### src/rtl/cb_pkg.sv
package cb_pkg;
    typedef enum logic [1:0] {
        ST_IDLE = 2'd0,
        ST_RD   = 2'd1,
        ST_WR   = 2'd2,
        ST_CPL  = 2'd3
    } cb_state_e;

    localparam logic [1:0] KIND_RD = 2'b00;
    localparam logic [1:0] KIND_WR = 2'b01;

    localparam logic [2:0] CPL_SC = 3'b000;
    localparam logic [2:0] CPL_CA = 3'b100;
endpackage

### src/rtl/cb_addr_xlate.sv
module cb_addr_xlate #(
    parameter int ADDR_W = 32,
    parameter int BE_W   = 4
) (
    input  logic [ADDR_W-1:0] in_addr,
    input  logic [ADDR_W-1:0] mask,
    input  logic [ADDR_W-1:0] base,
    output logic [ADDR_W-1:0] out_addr
);
    localparam logic [ADDR_W-1:0] ALIGN_MASK = ~ADDR_W'(BE_W - 1);

    always_comb begin
        out_addr = ((in_addr & mask) | (base & ~mask)) & ALIGN_MASK;
    end
endmodule

### src/rtl/cb_be_span.sv
module cb_be_span #(
    parameter int BE_W = 4,
    localparam int IDX_W = $clog2(BE_W),
    localparam int BC_W  = $clog2(BE_W) + 1
) (
    input  logic [BE_W-1:0]  be,
    output logic [IDX_W-1:0] first_idx,
    output logic [BC_W-1:0]  byte_cnt
);
    logic [IDX_W-1:0] last_idx;
    logic             any_set;

    always_comb begin
        first_idx = '0;
        last_idx  = '0;
        any_set   = 1'b0;
        for (int i = 0; i < BE_W; i++) begin
            if (be[i]) begin
                if (!any_set) begin
                    first_idx = IDX_W'(i);
                end
                any_set  = 1'b1;
                last_idx = IDX_W'(i);
            end
        end
        if (any_set) begin
            byte_cnt = BC_W'(last_idx) - BC_W'(first_idx) + BC_W'(1);
        end else begin
            byte_cnt = BC_W'(1);
        end
    end
endmodule

### src/rtl/cb_bridge.sv
module cb_bridge
    import cb_pkg::*;
#(
    parameter int ADDR_W    = 32,
    parameter int DATA_W    = 32,
    parameter int RID_W     = 16,
    parameter int TAG_W     = 8,
    parameter int LOADDR_W  = 7,
    localparam int BE_W     = DATA_W / 8,
    localparam int IDX_W    = $clog2(BE_W),
    localparam int BC_W     = $clog2(BE_W) + 1
) (
    input  logic                clk,
    input  logic                rst_n,
    input  logic [ADDR_W-1:0]   win_mask,
    input  logic [ADDR_W-1:0]   win_base,
    input  logic                req_valid,
    output logic                req_ready,
    input  logic [1:0]          req_kind,
    input  logic [ADDR_W-1:0]   req_addr,
    input  logic [BE_W-1:0]     req_be,
    input  logic [RID_W-1:0]    req_rid,
    input  logic [TAG_W-1:0]    req_tag,
    input  logic [DATA_W-1:0]   req_wdata,
    output logic [ADDR_W-1:0]   bus_addr,
    output logic                bus_read,
    output logic                bus_write,
    output logic [BE_W-1:0]     bus_be,
    output logic [DATA_W-1:0]   bus_wdata,
    input  logic [DATA_W-1:0]   bus_rdata,
    input  logic                bus_waitreq,
    output logic                cpl_valid,
    input  logic                cpl_ready,
    output logic [2:0]          cpl_status,
    output logic                cpl_has_data,
    output logic [DATA_W-1:0]   cpl_data,
    output logic [RID_W-1:0]    cpl_rid,
    output logic [TAG_W-1:0]    cpl_tag,
    output logic [LOADDR_W-1:0] cpl_lo_addr,
    output logic [BC_W-1:0]     cpl_byte_cnt
);
    typedef struct packed {
        cb_state_e           st;
        logic [ADDR_W-1:0]   addr;
        logic [BE_W-1:0]     be;
        logic [DATA_W-1:0]   wdata;
        logic [RID_W-1:0]    rid;
        logic [TAG_W-1:0]    tag;
        logic [2:0]          status;
        logic                has_data;
        logic [DATA_W-1:0]   data;
        logic [LOADDR_W-1:0] lo;
        logic [BC_W-1:0]     bc;
    } cb_regs_t;

    cb_regs_t r_d, r_q;

    logic [ADDR_W-1:0] xl_addr;
    logic [IDX_W-1:0]  span_first;
    logic [BC_W-1:0]   span_cnt;

    cb_addr_xlate #(
        .ADDR_W (ADDR_W),
        .BE_W   (BE_W)
    ) i_xlate (
        .in_addr  (req_addr),
        .mask     (win_mask),
        .base     (win_base),
        .out_addr (xl_addr)
    );

    cb_be_span #(
        .BE_W (BE_W)
    ) i_span (
        .be        (req_be),
        .first_idx (span_first),
        .byte_cnt  (span_cnt)
    );

    always_comb begin
        r_d = r_q;
        unique case (r_q.st)
            ST_IDLE: begin
                if (req_valid) begin
                    r_d.addr     = xl_addr;
                    r_d.be       = req_be;
                    r_d.wdata    = req_wdata;
                    r_d.rid      = req_rid;
                    r_d.tag      = req_tag;
                    r_d.lo       = {req_addr[LOADDR_W-1:IDX_W], span_first};
                    r_d.bc       = span_cnt;
                    r_d.status   = CPL_SC;
                    r_d.has_data = 1'b0;
                    r_d.data     = '0;
                    if (req_kind == KIND_WR) begin
                        r_d.st = ST_WR;
                    end else if (req_kind == KIND_RD) begin
                        r_d.st = (|req_be) ? ST_RD : ST_CPL;
                    end else begin
                        r_d.status = CPL_CA;
                        r_d.st     = ST_CPL;
                    end
                end
            end
            ST_RD: begin
                if (!bus_waitreq) begin
                    r_d.data     = bus_rdata;
                    r_d.has_data = 1'b1;
                    r_d.st       = ST_CPL;
                end
            end
            ST_WR: begin
                if (!bus_waitreq) begin
                    r_d.st = ST_IDLE;
                end
            end
            ST_CPL: begin
                if (cpl_ready) begin
                    r_d.st = ST_IDLE;
                end
            end
            default: r_d.st = ST_IDLE;
        endcase
    end

    always_ff @(posedge clk or negedge rst_n) begin
        if (!rst_n) begin
            r_q <= '0;
        end else begin
            r_q <= r_d;
        end
    end

    assign req_ready    = (r_q.st == ST_IDLE);
    assign bus_read     = (r_q.st == ST_RD);
    assign bus_write    = (r_q.st == ST_WR);
    assign bus_addr     = r_q.addr;
    assign bus_be       = r_q.be;
    assign bus_wdata    = r_q.wdata;
    assign cpl_valid    = (r_q.st == ST_CPL);
    assign cpl_status   = r_q.status;
    assign cpl_has_data = r_q.has_data;
    assign cpl_data     = r_q.data;
    assign cpl_rid      = r_q.rid;
    assign cpl_tag      = r_q.tag;
    assign cpl_lo_addr  = r_q.lo;
    assign cpl_byte_cnt = r_q.bc;
endmodule

### config.mk
export PLATFORM = sky130hd
export DESIGN_NAME = cb_bridge
export DESIGN_NICKNAME = d
export VERILOG_FILES = /design/src/rtl/cb_pkg.sv /design/src/rtl/cb_addr_xlate.sv /design/src/rtl/cb_be_span.sv /design/src/rtl/cb_bridge.sv
export SDC_FILE = /design/constraint.sdc
export NUM_CORES = 1
export LEC_CHECK = 0
export ABC_AREA = 1
export BUFFER_PORTS_ARGS = -buffer_cell sky130_fd_sc_hd__buf_2
export CORE_MARGIN = 8
export CORE_UTILIZATION = 42
export DETAILED_ROUTE_END_ITERATION = 8
export PLACE_DENSITY = 0.77
export RECOVER_POWER = 50
export SYNTH_ARGS = -nofsm -noshare
export SYNTH_HDL_FRONTEND = slang
export SYNTH_SLANG_ARGS = --single-unit
export TNS_END_PERCENT = 20
### constraint.sdc
create_clock -name clk -period 1.34 [get_ports clk]
set_clock_uncertainty 0.2 [all_clocks]
set_input_delay 0.268 -clock clk [delete_from_list [all_inputs] [get_ports clk]]
set_output_delay 0.268 -clock clk [all_outputs]
set_load 0.1 [all_outputs]
Word level (Yosys, flattened, before mapping)
Cells that the tools add are included.

Add/subtract/negate cells: 2. Muxes and demuxes: 26. Reductions and logical operators: 7. Bitwise gates (word level): 4. Eq/ne operators: 8.

Operators by type and width (count): 140-bit two-way mux (1); 33-bit one-hot mux with 2 select lines (1); 32-bit bitwise AND (2); 33-bit two-way mux (1); 32-bit inverter (1); 32-bit bitwise OR (1); 2-bit two-way mux (13); 3-bit two-way mux (3); 2-bit one-hot mux with 4 select lines (1); 1-bit two-way mux (6); 2-bit inequality test (second input constant) (3); 2-bit by 1-bit equality test with 1-bit output (second input constant) (2); 2-bit equality test (second input constant) (2); 2-bit logical NOT (2); 4-bit AND reduction (1); 4-bit OR reduction (1); 3-bit by 1-bit adder with 3-bit output (second input constant) (1); 3-bit AND reduction (1); 2-bit by 2-bit subtractor with 3-bit output (1); 2-bit by 1-bit inequality test with 1-bit output (second input constant) (1); 2-bit AND reduction (1); 2-bit nonzero test (1).

Output and inout bits: 142. Register bits: 138. Logic and storage cells: 58. Bits of input ports: 195.

Logic depth before layout (Yosys ltp)
Word-level depth: 12. Mapped depth: 8. Depth with buffers taken out: 7.

Modules after synthesis
Synthesis repeated with hierarchy kept, for this count alone.

Cell total of the unflattened synthesis: 904. Area, all modules: 7115.6 um^2.

Modules (own cells, without submodules): cb_bridge (times used 1, area an instance 6498.7 um^2, sequential area each 3453.3 um^2, cells an instance 755); cb_addr_xlate (times used 1, area an instance 469.2 um^2, sequential area each 0.0 um^2, cells an instance 123); cb_be_span (times used 1, area an instance 147.6 um^2, sequential area each 0.0 um^2, cells an instance 26).

Worst setup path before layout
Ideal clock, no wire load.

Path kind: reg2reg. From: register r_q[139] in the netlist's numbering. To: register r_q (netlist bit cpl_has_data). Stages on the path, launching flop included: 8. Arrival time: 2.002 ns. Buffers on the path: 3. Path slack: -0.992 ns. Library setup time: 0.130 ns. Required time: 1.010 ns. Period minus slack after synthesis: 2.332 ns. Path through: dfrtp_1 > nor2_2 > nand2_2 > buf_4 > buf_6 > buf_4 > nand2_1 > nand2_1.

Cells in the longest elaborated chain, start to end: 3. Elaborated cells on any way between the ends: 7. Classes of those cells: eq/ne: 3; mux: 1; reduce/logical: 3.

Ends and longest elaborated chain: start: declaration (RTL line cb_bridge.sv:56) `cb_regs_t r_d, r_q;`; start signal: assignment (RTL line cb_bridge.sv:130) `r_q <= r_d;`; 2-bit logical NOT *; net req_ready (RTL line cb_bridge.sv:18) `output logic req_ready,`; 2-bit inequality test (no line) / 2-bit nonzero test (equally long branches); 3-bit AND reduction (no line).

Mark *: on every way through the listed nets, which the timed path passes. The rest lies on a longest branch. A chain may end at the register's enable or synchronous reset.

Final worst setup path
From: register r_q[139] in the netlist's numbering. To: output bus_read.

Cells in the longest elaborated chain, start to end: 1.

Ends and longest elaborated chain: 2-bit by 1-bit equality test with 1-bit output (RTL line cb_bridge.sv:135) `assign bus_read = (r_q.st == ST_RD);`; end: declaration (RTL line cb_bridge.sv:26) `output logic bus_read,`.

Every way passes these cells.

==> out/results.ini <==
[setup_path]
start_kind = register
crit_cells = 3
slowest_stage = dfrtp_2
worstSetupPathType = reg -> out
cp_slowest_stage_delay_ns = 0.48
crit_chain = nor2_4 > buf_6 > buf_12
critPathTopFamily = flip-flops
critical_path_arrival_ns = 1.35
critical_path.max_fanout = 5
critPathRequiredTime_ns = 0.87
critPathBufInv = 2
reg2regPathDepth = 8
worstSetupEndpointType = output pin

[clock_tree]
cts_made_buffers = 17
cts_tree = yes
htreeDepth = 4
cts_buffer_depth = 2
clk_pin_slew_ns = 0.06
cts_num_sinks = 136
clk_latency_ns = 0.41
clockRootBuffer = clkbuf_16

[place]
globalplace.congestion = 0.837
io_buffers = 326
hpwl_um = 16100

[detailed_routing]
drc = 0
drt_iter0_drc = 586
dr.pass1.iters = 7
viasPerCell = 5.25
drt-total-wl_um = 33200
ant_nets = 0
vias = 7544
wl_per_cell_um = 23.1

[global_route]
overflow = 0
track_usage_pct = 28.9
antenna_found_initial = 6
grt_max_degree = 82
grt_pass1_wl_um = 44500
grt_pass1_vias = 7983

[timing]
holdWs_ns = -0.0121
setup_viol = 330
period_needed_ns = 1.82
slew_headroom_pct = 43.7
fin_ws_ns = -0.477
drv_slew = 0
finalHoldViolCount = 4
rsz0062_at_grt = yes
worst_pin_slew_ns = 0.844
tns_ns = -65.45
timing.final.crit_share_pct = 136
fmax_ghz = 0.550

[logic_synthesis]
synth-seq-cells = 136
seq_area_frac_synth_pct = 50.6
synth_area_leaders = dfrtp_1 51%, nand2_1 17%, buf_4 16%
netlist_area_um2 = 6730
netlist.area_leader.share_pct = 50.6
syn_area_per_cell_um2 = 8.31
yosysWarnings = 0
ys_types = 18
synth_top_area_cell = dfrtp_1
synth_cells = 809

[final_layout]
fill_cells = 713
areaGrowthSynthToFinish_pct = 95.3
fin_util_pct = 83.3
nets = 1403
drive_above_1_share_pct = 44.1

[status]
violations = negative hold slack, negative setup slack
status = complete, but fails checks

[flow_run]
drv_cap = 0

[floorplanning]
start_util_pct = 42.7
io_pins = 337
rows = 46
die_w_um = 143
design.core.area_um2 = 15800
die_h_um = 143
dieArea_um2 = 20300

[hold_path]
holdPathStages = 3
hp-class = in -> reg

-- cell usage after synthesis, drive strengths merged --
library cell  instances
nand3                66
nor2                 10
clkbuf               11
nand2               302
nor3                  1
conb                  1
dfrtp               136
xnor2                 1
inv                  43
o21ai                74
clkinv                1
buf                 160
ha                    3
-- repair_timing --
action,4_1_cts,5_1_grt
pin swaps,4,20
resized for setup,67,115
endpoints found under the setup margin,272,274
setup buffers,16,18
gates cloned,10,13
endpoints found under the hold margin,252,0
hold buffers,133,0
-- routing by layer --
metal	GRT usage [%]	vias to the layer above	part of all wire, %
li1	-	3192	-
met1	27.0	3587	31
met2	53.0	587	53
met3	10.2	176	9.8
met4	17.3	2	5.7
met5	0	-	0.042
-- layout make-up --
cell class                 instances  area [um2]  area share [%]
antenna                            5        12.5          0.0952
timing repair buffer             543        6300            48.0
tap                              216         270            2.06
inverter                          44         178            1.35
clock buffer                      21         470            3.58
sequential                       136        3420            26.0
clock inverter                    10         144            1.10
multi-input combinational        463        2340            17.8
-- worst paths after layout --
check,from,end,slack (ns)
worst max-delay path,r_q[139]$_DFFE_PN0P_,bus_read,-0.48
worst min-delay path,win_base[8],bus_addr[8]$_DFFE_PN0P_,-0.01
worst max register to register,r_q[139]$_DFFE_PN0P_,cpl_rid[14]$_DFFE_PN0P_,-0.43
worst min register to register,bus_wdata[21]$_DFFE_PN0P_,bus_wdata[21]$_DFFE_PN0P_,0.35
max in group asynchronous,rst_n,bus_wdata[31]$_DFFE_PN0P_,-0.06
min in group asynchronous,rst_n,cpl_rid[7]$_DFFE_PN0P_,0.31
-- cell families after synthesis --
logic type               count (synthesis)  share of synthesized area [%]
AO/OA/AOI/OAI                           74                           5.51
XOR/XNOR                                 1                          0.130
adder cells (fa/ha/maj)                  3                          0.558
buffers and inverters                  215                           20.6
flip-flops                             136                           50.6
other                                    1                         0.0558
AND/OR/NAND/NOR                        379                           22.6
-- per-stage QoR --
step	std cells	hold WS, ns	cell area [um2]	setup WS (ns)
5_1_grt	1438	0.00127	13100	-0.500
3_5_place_dp	1217	-0.0300	9840	-0.437
4_1_cts	1407	0.000256	12400	-0.431
6_report	1438	-0.0121	13100	-0.477
2_1_floorplan	812	-0.228	6750	-0.604
3_3_place_gp	1217	-0.0346	9840	-0.324
-- layout by cell type (no fill, tap or decap), drive strengths merged --
| cell type | count |
|---|---|
| buf | 401 |
| clkbuf | 29 |
| dlygate4sd3 | 133 |
| conb | 4 |
| inv | 44 |
| ha | 3 |
| bufinv | 3 |
| xnor2 | 1 |
| clkinv | 4 |
| bufbuf | 1 |
| dfrtp | 136 |
| clkinvlp | 3 |
| nor2 | 10 |
| nand3 | 66 |
| nor3 | 1 |
| o21ai | 74 |
| nand2 | 304 |
| diode | 5 |
-- tightest hold or removal path, cell delays in order --
cell     delay (ns)
buf_2          0.08
o21ai_0        0.10
o21ai_2        0.11
-- registers in the layout, summed over array words and instances (netlist names) --
register and count:
bus_addr 30, bus_be 4, bus_wdata 32, cpl_byte_cnt 3, cpl_data 32, cpl_has_data 1, cpl_lo_addr 7, cpl_rid 16
cpl_status 1, cpl_tag 8, r_q 2
Power is left out: the tool's default activity adds up to more than one toggle a clock period on the data nets, which glitch-free logic cannot reach.
